## src/rtl/loopesc_pkg.sv

```systemverilog
package loopesc_pkg;

  localparam int MOVE_W = 3;

  typedef enum logic [MOVE_W-1:0] {
    MV_STOP  = 3'd0,
    MV_FWD   = 3'd1,
    MV_BACK  = 3'd2,
    MV_ROT_R = 3'd3,
    MV_ROT_L = 3'd4,
    MV_PIV_R = 3'd5,
    MV_PIV_L = 3'd6,
    MV_BRAKE = 3'd7
  } move_e;

  typedef enum logic [3:0] {
    ST_WATCH = 4'b0000,
    ST_KICK  = 4'b0011,
    ST_HOLD  = 4'b0101
  } phase_e;

  function automatic logic is_right_turn(logic [MOVE_W-1:0] c);
    return (c == MV_ROT_R) || (c == MV_PIV_R);
  endfunction

  function automatic logic is_left_turn(logic [MOVE_W-1:0] c);
    return (c == MV_ROT_L) || (c == MV_PIV_L);
  endfunction

  // The escape heads away from the loop: a right loop gets a left manoeuvre.
  function automatic logic [MOVE_W-1:0] escape_move(logic loop_right, logic pivot);
    if (loop_right) return pivot ? MV_PIV_L : MV_ROT_L;
    else            return pivot ? MV_PIV_R : MV_ROT_R;
  endfunction

endpackage

```

## src/rtl/loopesc_run_counter.sv

```systemverilog
module loopesc_run_counter
  import loopesc_pkg::*;
#(
  parameter int RUN_LEN = 5
) (
  input  logic              clk,
  input  logic              rst,
  input  logic              sample,
  input  logic [MOVE_W-1:0] cmd,
  output logic              hit,
  output logic              hit_right
);
  localparam int CNT_W = $clog2(RUN_LEN + 1);

  logic [CNT_W-1:0] run_q, next_cnt;
  logic             dir_q, turn, right, same;

  always_comb begin
    right     = is_right_turn(cmd);
    turn      = right || is_left_turn(cmd);
    same      = (run_q != '0) && (dir_q == right);
    next_cnt  = same ? CNT_W'(run_q + 1'b1) : CNT_W'(1);
    hit       = sample && turn && (next_cnt == CNT_W'(RUN_LEN));
    hit_right = right;
  end

  always_ff @(posedge clk) begin
    if (rst) begin
      run_q <= '0;
      dir_q <= 1'b0;
    end else if (sample) begin
      if (!turn || hit) begin
        run_q <= '0;
      end else begin
        run_q <= next_cnt;
        dir_q <= right;
      end
    end
  end

  // The stored run never reaches the declaring length: the count is cleared on the hit.
  p_run_bound_r2: assert property (@(posedge clk) disable iff (rst)
    run_q < CNT_W'(RUN_LEN));

endmodule

```

## src/rtl/loopesc_phase_ctr.sv

```systemverilog
module loopesc_phase_ctr #(
  parameter int SEL_W = 2
) (
  input  logic clk,
  input  logic rst,
  output logic odd
);
  logic [SEL_W-1:0] q;

  always_ff @(posedge clk) begin
    if (rst) q <= '0;
    else     q <= q + 1'b1;
  end

  assign odd = q[0];

  // The counter must step on every edge; its parity alternates.
  p_parity_toggles_r8: assert property (@(posedge clk) disable iff (rst)
    1'b1 |=> (odd != $past(odd)));

endmodule

```

## src/rtl/loopesc_escape_gen.sv

```systemverilog
module loopesc_escape_gen
  import loopesc_pkg::*;
(
  input  logic              clk,
  input  logic              rst,
  input  logic              load,
  input  logic              loop_right,
  input  logic              pivot,
  input  logic              clear,
  output logic [MOVE_W-1:0] move_q
);
  always_ff @(posedge clk) begin
    if (rst)        move_q <= MV_STOP;
    else if (load)  move_q <= escape_move(loop_right, pivot);
    else if (clear) move_q <= MV_STOP;
  end
endmodule

```

## src/rtl/loopesc_top.sv

```systemverilog
module loopesc_top
  import loopesc_pkg::*;
#(
  parameter int RUN_LEN = 5,
  parameter int SEL_W   = 2
) (
  input  logic        clk,
  input  logic        rst,
  input  logic [2:0]  cmd_in,
  input  logic        cmd_strobe,
  input  logic        timer_done,
  output logic [2:0]  esc_cmd,
  output logic        esc_valid,
  output logic        timer_start
);
  phase_e state_q, state_d;
  logic   sample, hit, hit_right, pivot, clear;

  assign sample = cmd_strobe && (state_q == ST_WATCH);
  assign clear  = (state_q == ST_HOLD) && timer_done;

  loopesc_run_counter #(.RUN_LEN(RUN_LEN)) run_i (
    .clk(clk), .rst(rst), .sample(sample), .cmd(cmd_in),
    .hit(hit), .hit_right(hit_right)
  );

  loopesc_phase_ctr #(.SEL_W(SEL_W)) phase_i (
    .clk(clk), .rst(rst), .odd(pivot)
  );

  loopesc_escape_gen esc_i (
    .clk(clk), .rst(rst), .load(hit), .loop_right(hit_right),
    .pivot(pivot), .clear(clear), .move_q(esc_cmd)
  );

  always_comb begin
    state_d = state_q;
    unique case (state_q)
      ST_WATCH: if (hit) state_d = ST_KICK;
      ST_KICK:  state_d = ST_HOLD;
      ST_HOLD:  if (timer_done) state_d = ST_WATCH;
      default:  state_d = ST_WATCH;
    endcase
  end

  always_ff @(posedge clk) begin
    if (rst) state_q <= ST_WATCH;
    else     state_q <= state_d;
  end

  // Moore flags, decoded from the present state only.
  assign esc_valid   = (state_q != ST_WATCH);
  assign timer_start = (state_q == ST_KICK);

  p_start_one_cycle_r6: assert property (@(posedge clk) disable iff (rst)
    timer_start |=> !timer_start);

  p_start_with_valid_r6: assert property (@(posedge clk) disable iff (rst)
    timer_start |-> esc_valid);

  p_hold_until_done_r7: assert property (@(posedge clk) disable iff (rst)
    (esc_valid && !timer_start && !timer_done) |=> esc_valid);

  p_idle_cmd_zero_r9: assert property (@(posedge clk) disable iff (rst)
    !esc_valid |-> (esc_cmd == MV_STOP));

  p_escape_is_turn_r8: assert property (@(posedge clk) disable iff (rst)
    esc_valid |-> (is_right_turn(esc_cmd) || is_left_turn(esc_cmd)));

  p_cmd_held_r8: assert property (@(posedge clk) disable iff (rst)
    (esc_valid && !clear) |=> $stable(esc_cmd));

endmodule

```

## config.mk

```make
export PLATFORM = sky130hd
export DESIGN_NAME = loopesc_top
export DESIGN_NICKNAME = d
export VERILOG_FILES = /design/src/rtl/loopesc_pkg.sv /design/src/rtl/loopesc_run_counter.sv /design/src/rtl/loopesc_phase_ctr.sv /design/src/rtl/loopesc_escape_gen.sv /design/src/rtl/loopesc_top.sv
export SDC_FILE = /design/constraint.sdc
export NUM_CORES = 1
export LEC_CHECK = 0
export BUFFER_PORTS_ARGS = -buffer_cell sky130_fd_sc_hd__buf_4
export CORE_MARGIN = 2
export CORE_UTILIZATION = 40
export CTS_BUF_LIST = sky130_fd_sc_hd__clkbuf_2
export DETAILED_ROUTE_END_ITERATION = 10
export PLACE_DENSITY = 0.73
export SLEW_MARGIN = 25
export SYNTH_ARGS = -nofsm -noshare
export SYNTH_HDL_FRONTEND = slang
export SYNTH_SLANG_ARGS = --single-unit
```

## constraint.sdc

```tcl
create_clock -name clk -period 1.25 [get_ports clk]
set_input_delay 0.1875 -clock clk [delete_from_list [all_inputs] [get_ports clk]]
set_output_delay 0.1875 -clock clk [all_outputs]
set_load 0.02 [all_outputs]
```

# Word level (Yosys, flattened, before mapping)
# Cells that the tools add are included.
# word_totals
reg_bits	13
inputBits	7
output_inout_bits	5
wordCells	44
# op_classes
n_addsub	2
n_eq_ne	10
n_mux	10
bitwise	1
n_reduce_logical	16
# ops
operator	n
3-bit 2-to-1 mux	6
3-bit == test, second input constant	4
4-bit one-hot mux with 3 select lines	1
4-bit 2-to-1 mux	2
1-bit logical AND	5
4-bit by 2-bit == test with 1-bit output, second input constant	1
4-bit by 3-bit == test with 1-bit output, second input constant	1
4-bit logical NOT	1
1-bit logical OR	4
2-bit AND reduction	2
4-bit nonzero test	1
3-bit by 1-bit adder with 3-bit output, second input constant	1
3-bit by 2-bit == test with 1-bit output, second input constant	1
3-bit nonzero test	1
2-bit by 1-bit adder with 2-bit output, second input constant	1
2-bit 2-to-1 mux	1
2-bit by 1-bit != test with 1-bit output, second input constant	1
2-bit != test, second input constant	1
2-bit nonzero test	1
1-bit == test	1
1-bit logical NOT	1
1-bit NOT	1

# Longest topological paths before layout
# Gate-level depths: netlist (run 1).
# logic_depth
ltp_word	10
mapped_depth	7
ltp_nobuf	7

# By module
# Synthesis (run 1) repeated with hierarchy kept, for this count alone.
# hier_totals
hier_cells	67
area_unflattened_um2	615.6
# by_module_without_submodules
module	instances	cells_each	area_each_um2	seq_area_each_um2
loopesc_run_counter	1	33	291.5	80.1
loopesc_top	1	17	156.4	60.1
loopesc_escape_gen	1	15	143.9	60.1
loopesc_phase_ctr	1	2	23.8	20.0

# Worst setup path after synthesis (run 1)
# Ideal clock, no wire load.
# synth_timing
path_kind	flip-flop to flip-flop
start	register run_i.run_q[0]
end	register esc_i.move_q[0]
setup_time_ps	119
arrival_ps	1245
required_ps	1131
slack_ps	-114
path_stages_with_launch	6
n_path_buf	0
period_less_slack_ps	1364
path_cell_list	dfxtp_1 > inv_1 > ha_1 > nor3_2 > nand3_4 > mux2i_1
# synth_via
elab_chain_cells	6
elab_cells_between_ends	8
classes_between	1 x add/sub; 1 x eq/ne; 2 x mux; 4 x reduce/logical
# synth_rtl
element	line_no	rtl
start, declared	loopesc_run_counter.sv:15	logic [CNT_W-1:0] run_q, next_cnt;
start signal, assigned	loopesc_run_counter.sv:35	run_q <= next_cnt;
branches (longest 2 deep; another with 3-bit by 1-bit adder with 3-bit output)	--	
3-bit 2-to-1 mux (*)	loopesc_run_counter.sv:22	next_cnt = same ? CNT_W'(run_q + 1'b1) : CNT_W'(1);
3-bit == test (*)	loopesc_run_counter.sv:23	hit = sample && turn && (next_cnt == CNT_W'(RUN_LEN));
1-bit logical AND (*)	loopesc_run_counter.sv:23	
3-bit 2-to-1 mux / 2-bit nonzero test (equally long branches)	--	
end signal, assigned	loopesc_escape_gen.sv:14	else if (load) move_q <= escape_move(loop_right, pivot);
end, declared	loopesc_escape_gen.sv:10	output logic [MOVE_W-1:0] move_q
# Mark *: on every way between the ends.
# A chain may end at the register's enable or synchronous reset.

# Final worst setup path (run 1)
# layout_timing
start	register run_i.run_q[0]
end	register esc_i.move_q[2]
# Same word-level chain as after synthesis.

==> impl_metrics.tcl, run 1 <==
set metrics [dict create \
    hold_slack_ns 0.1731 \
    startpoint_type "register" \
    fin_crit_ns 1.333 \
    viasPerCell 4.902 \
    drv_slew 0 \
    ys.flop_type "dfxtp_1" \
    synthAdderAreaFrac_pct 6.160 \
    setup_viol 9 \
    clock_tree.buffer_depth 2 \
    diodes 0 \
    die_x_um 43.03 \
    insertion_delay_ns 0.25 \
    regArea_um2 236.5 \
    grt_use_met1_pct 17.15 \
    muxShareOfSynthArea_pct 10.47 \
    fillers 137 \
    synth_top_area_cell "dfxtp_1" \
    antenna_left 0 \
    period_share_pct 106.7 \
    io_buffers 11 \
    maxCapViolCount 0 \
    cts_sinks 11 \
    required_ns 1.40 \
    worst_slew_pin_slew_ns 0.3484 \
    grtUsageMet3_pct 7.660 \
    synth-seq-cells 11 \
    antenna_found_initial 0 \
    die_h_um 43.03 \
    synth_compound_area_share_pct 9.856 \
    yosysWarnings 0 \
    drt_iter0_markers 1 \
    dp_hpwl_um 1044 \
    track_usage_pct 16.33 \
    drc 0 \
    fp.dieArea_um2 1852 \
    path_clk_slew_ns 0.11 \
    areaGrowthSynthToFinish_pct 57.29 \
    ctsHtreeMaxLevel 1 \
    grt_start_max_net_pins 13 \
    grt_pass1_vias 497 \
    placed_cells 105 \
    grt_use_met2_pct 28.48 \
    skew_ns 0.007008 \
    finalSetupTns_ns -0.5318 \
    syn_nets 79 \
    syn_avg_cell_area_um2 8.831 \
    synthSimpleGateAreaFrac_pct 28.13 \
    syn_inst 69 \
    p_leak_uw 0.0004267 \
    busiest_layer "met2" \
    start_util_pct 41.41 \
    hp-class "input pin to register" \
    synth_top_family_by_area "simple AND/OR/NAND/NOR gates" \
    rsz0062_at_grt "yes" \
    worst_setup_path_end_kind "register" \
    hold_viol 0 \
    yosys-top-cells-area "dfxtp_1 (36%), nand2_1 (7.4%), ha_1 (6.2%)" \
    layout.nets 107 \
    ir_worst_vdd_mv 0.5128 \
    std_cell_rows 14 \
    powerDensity_nw_per_um2 720.7 \
    ios 12 \
    gp_congestion 0.8450 \
    grt-ovfl-total 0 \
    outcome "finished, violations left" \
    drive_gt1_share_pct 58.33 \
    grt_pass1_wl_um 2118 \
    max_freq_ghz 0.7500 \
    fin_ws_ns -0.08330 \
    firstDrtPassIters 2 \
    synth_edf_count 0 \
    critical_path_arrival_ns 1.48 \
    ys_seq_area_share_pct 36.14 \
    synth-async-reset-ratio_pct 0 \
    netlist_area_um2 609.3 \
    path_class "register to register" \
    num_vias 549 \
    hold_buffers 0 \
    core_um2 1471 \
    synth_xor_area_share_pct 4.312 \
    cts_root_buffer "clkbuf_2" \
    final_cells 112 \
    wl_per_cell_um 12.33 \
    worstPathMaxFanout 5 \
    cts_tree "built" \
    drt-total-wl_um 1381 \
    synth_top_area_share_pct 36.14 \
    max_slew_margin_pct 76.69 \
    numCtsBuffers 3 \
    multiInputGateArea_um2 452.9 \
    synth_cell_types 27 \
    violations "negative setup slack" \
]
## flip-flops by register name (all words and copies together) (netlist names)
name          count
phase_i.q         1
esc_i.move_q      3
state_q           3
run_i.run_q       3
run_i.dir_q       1
## cell usage after synthesis (2+ instances only)
master   count
inv_1        6
ha_1         3
dfxtp_1     11
nor2b_1      2
xor2_1       2
nand2_1     12
a21oi_1      3
or2_2        2
nor3_2       3
mux2i_1      3
nor2_1       6
## final timing paths
| check | from | endpoint | slack (ns) | cells past startpoint |
|---|---|---|---|---|
| setup reg to reg | run_i.run_q[0] | esc_i.move_q[2] | -0.08 | 7 |
| hold reg to reg | phase_i.q[0] | phase_i.q[0] | 0.42 | 1 |
| setup / recovery | run_i.run_q[0] | esc_i.move_q[2] | -0.08 | 7 |
| hold / removal | rst | state_q[1] | 0.17 | 2 |
## metal layers
| layer | routed length [µm] | vias to the layer above |
|---|---|---|
| met5 | 0 | - |
| met3 | 51 | 2 |
| met2 | 802 | 8 |
| met1 | 518 | 256 |
| li1 | - | 283 |
| met4 | 9 | 0 |
## metrics by stage
stage	worst slack [ns]	power, µW	util (%)	cell area, µm²
2_1_floorplan	-0.02173	442.5	-	680.7
3_3_place_gp	-0.1286	482.0	58.08	854.6
3_5_place_dp	-0.1337	486.9	58.08	854.6
4_1_cts	-0.09367	691.9	61.31	902.1
5_1_grt	-0.1412	732.0	65.14	958.4
6_report	-0.08330	690.8	65.14	958.4
## cell families after synthesis
family | Yosys count
buf+inv | 8
xor+xnor | 3
flops | 11
compound gates | 9
mux | 5
fa+ha+maj | 3
simple gates | 30
## critical path: stages (launching register included)
cell and delay [ns]:
dfxtp_4 0.39, inv_4 0.04, ha_4 0.15, nand2b_4 0.08
nand2_4 0.05, mux2i_4 0.22, nand3_4 0.14, mux2i_1 0.14
## power breakdown
| group | leakage [µW] | switching [µW] | internal [µW] |
|---|---|---|---|
| clock | 0.0000166 | 114 | 84.9 |
| sequential | 0.0000928 | 7.15 | 350 |
| combinational | 0.000317 | 65.5 | 69.6 |
| total | 0.000427 | 187 | 504 |
## timing repair
item,4_1_cts,5_1_grt
gates resized for setup,7,14
pin swaps,3,7
cloned,0,0
endpoints found under the setup margin,11,11
buffers inserted,2,1
## layout by cell type (no fill, tap or decap), types with 3 or more instances in the layout
cell | synthesis | layout
buf_4 | 0 | 20
buf_6 | 0 | 4
clkbuf_2 | 0 | 4
dfxtp_1 | 11 | 6
dfxtp_4 | 0 | 4
inv_1 | 6 | 4
inv_4 | 0 | 3
mux2i_1 | 3 | 3
nand2_1 | 12 | 8
nand2_2 | 1 | 3
nor2_1 | 6 | 5
## cell type report
type	instances	share of cell area, %
clock buffers	4	2.089
inverters	7	3.525
multi-input cells	50	47.26
flip-flops and latches	11	24.67
well taps	16	2.089
repair buffers	24	20.37
No activity file was read; power rests on OpenSTA's default activity.
==> inputs of run 2 (changes only) <==
--- a/config.mk
+++ b/config.mk
@@ -5,13 +5,14 @@
 export SDC_FILE = /design/constraint.sdc
 export NUM_CORES = 1
 export LEC_CHECK = 0
-export BUFFER_PORTS_ARGS = -buffer_cell sky130_fd_sc_hd__buf_4
 export CORE_MARGIN = 2
 export CORE_UTILIZATION = 40
 export CTS_BUF_LIST = sky130_fd_sc_hd__clkbuf_2
 export DETAILED_ROUTE_END_ITERATION = 10
-export PLACE_DENSITY = 0.73
+export DONT_BUFFER_PORTS = 1
+export PLACE_DENSITY = 0.66
 export SLEW_MARGIN = 25
 export SYNTH_ARGS = -nofsm -noshare
 export SYNTH_HDL_FRONTEND = slang
 export SYNTH_SLANG_ARGS = --single-unit
+export TNS_END_PERCENT = 30
==> run 2 against run 1 <==
Compared with the run above:
- the run still ends with negative setup slack left
- worst hold slack lost 0.050 ns
- final cell count shrank 13%
- core utilization shrank 9.5 points
- die area is the same
- non-clock buffer count shrank 14
- sequential power is essentially flat
- via count shrank 12%
- critical path depth is the same
- largest cell class unchanged
- largest power group unchanged
==> impl_metrics.tcl, run 2 (same netlist as run 1, synthesis figures left out) <==
set metrics [dict create \
    period_share_pct 113.0 \
    grt-ovfl-total 0 \
    holdPathStages 2 \
    ir_worst_vdd_mv 0.5518 \
    num_vias 481 \
    reg_top3 "esc_i.move_q x3, run_i.run_q x3, state_q x3" \
    drt-total-wl_um 1247 \
    drt_iter0_markers 3 \
    cp_num_buf_inv 1 \
    viasPerCell 4.908 \
    r2r_cells 7 \
    path_class "register to register" \
    startpoint_type "register" \
    grt_pass1_vias 479 \
    io_buffers 0 \
    maxCapViolCount 0 \
    worstPathMaxFanout 5 \
    fin_ws_ns -0.1620 \
    path_clk_slew_ns 0.13 \
    setup_viol 8 \
    core_um2 1471 \
    final_cell_mix "nand2_1 (9), buf_4 (9), dfxtp_1 (8), nor2_1 (5)" \
    clock_tree.buffer_depth 2 \
    powerDensity_nw_per_um2 820.5 \
    fin_crit_ns 1.412 \
    areaGrowthSynthToFinish_pct 34.29 \
    worst_hold_path.endpoint "esc_i.move_q[2]" \
    slowest_stage "dfxtp_4" \
    gp_congestion 0.7416 \
    insertion_delay_ns 0.26 \
    final_cells 98 \
    hold_viol 0 \
    drc 0 \
    worst_slew_pin_slew_ns 0.3608 \
    finalSetupTns_ns -0.5744 \
    violations "negative setup slack" \
    track_usage_pct 14.05 \
    grt_pass1_wl_um 1973 \
    crit_path_cell_trace "inv_4 -> ha_4 -> nand2b_4 -> nand2_2 -> mux2i_4 -> nand3_4 -> mux2i_2" \
    firstDrtPassIters 3 \
    drv_slew 0 \
    numCtsBuffers 3 \
    hold_path_startpoint "rst" \
    antenna_found_initial 0 \
    ios 12 \
    diodes 0 \
    dp_slack_ns -0.1098 \
    cp_top_family "multiplexers" \
    cts_tree "built" \
    rsz0062_at_grt "yes" \
    std_cell_rows 14 \
    layout.nets 93 \
    r2r_slack_ns -0.16 \
    grt_start_max_net_pins 9 \
    antenna_left 0 \
    r2r-end "esc_i.move_q[1]" \
    ctsHtreeMaxLevel 1 \
    die_x_um 43.03 \
    cts_sinks 11 \
    critical_path_arrival_ns 1.57 \
    fp.dieArea_um2 1852 \
    start_util_pct 41.41 \
    placed_cells 92 \
    max_slew_margin_pct 75.87 \
    drive_gt1_share_pct 47.56 \
    max_stage_delay_ns 0.40 \
    hold_slack_ns 0.1230 \
    cts_root_buffer "clkbuf_2" \
    max_freq_ghz 0.7082 \
    worst_setup_path_end_kind "register" \
    hp-class "input pin to register" \
    rr_startpoint "run_i.run_q[0]" \
    required_ns 1.41 \
    wl_per_cell_um 12.72 \
    die_h_um 43.03 \
    skew_ns 0.02314 \
    p_leak_uw 0.0003266 \
    outcome "finished, violations left" \
    fillers 142 \
    post-route-util_pct 55.61 \
]
## run 2: cell count changes in the layout (fill, tap and decap cells not counted), sizes merged
cell | previous run | this run
dlygate4sd3 | 0 | 1
buf | 24 | 9
## run 2: per-layer routing
layer  global-route usage [%]  vias to the layer above  wire length (µm)
li1                         -                      254                 -
met1                    18.21                      220               559
met2                    24.85                        7               649
met3                    2.553                        0                38
met4                    1.818                        0                 0
met5                        0                        -                 0
## run 2: worst register-to-register path, stage by stage (launching register included)
cell and delay, ns:
dfxtp_4 0.40, inv_4 0.04, ha_4 0.15, nand2b_4 0.07, nand2_2 0.06, mux2i_4 0.21, nand3_4 0.15, mux2i_2 0.23
## run 2: power by group
group / leakage, µW / internal, µW / switching, µW
logic: 0.000219 / 50.8 / 53.1
clock network: 0.0000166 / 85.0 / 122
registers: 0.0000912 / 354 / 6.34
total: 0.000327 / 490 / 182
## run 2: through the flow
stage | power [µW] | instance area (µm²)
finish | 671.4 | 818.3
global route | 709.1 | 818.3
CTS | 668.6 | 784.5
detailed placement | 455.8 | 749.5
global placement | 453.4 | 749.5
floorplan | 442.5 | 673.1
## run 2: cell type report
class / instances / area, µm² / share of cell area, %
Clock buffer: 4 / 20.02 / 2.446
Inverter: 7 / 28.78 / 3.517
Multi-Input combinational cell: 50 / 442.9 / 54.13
Sequential cell: 11 / 229.0 / 27.98
Tap cell: 16 / 20.02 / 2.446
Timing Repair Buffer: 10 / 77.57 / 9.480
## run 2: worst max path at each step
stage	endpoint	startpoint	slack, ns	cells after the start
finish	esc_i.move_q[1]	run_i.run_q[0]	-0.16	7
global route	esc_i.move_q[1]	run_i.run_q[0]	-0.20	7
CTS	esc_i.move_q[1]	run_i.run_q[0]	-0.13	7
detailed placement	esc_i.move_q[1]	run_i.run_q[1]	-0.11	7
global placement	esc_i.move_q[1]	run_i.run_q[1]	-0.07	7
floorplan	esc_i.move_q[0]	run_i.run_q[0]	-0.02	7
## run 2: timing repair
action,4_1_cts,5_1_grt
buffers inserted,0,1
endpoints found under the hold margin,8,0
resized for setup,3,7
pin swaps,3,2
hold buffers,1,0
setup endpoints to repair,10,11
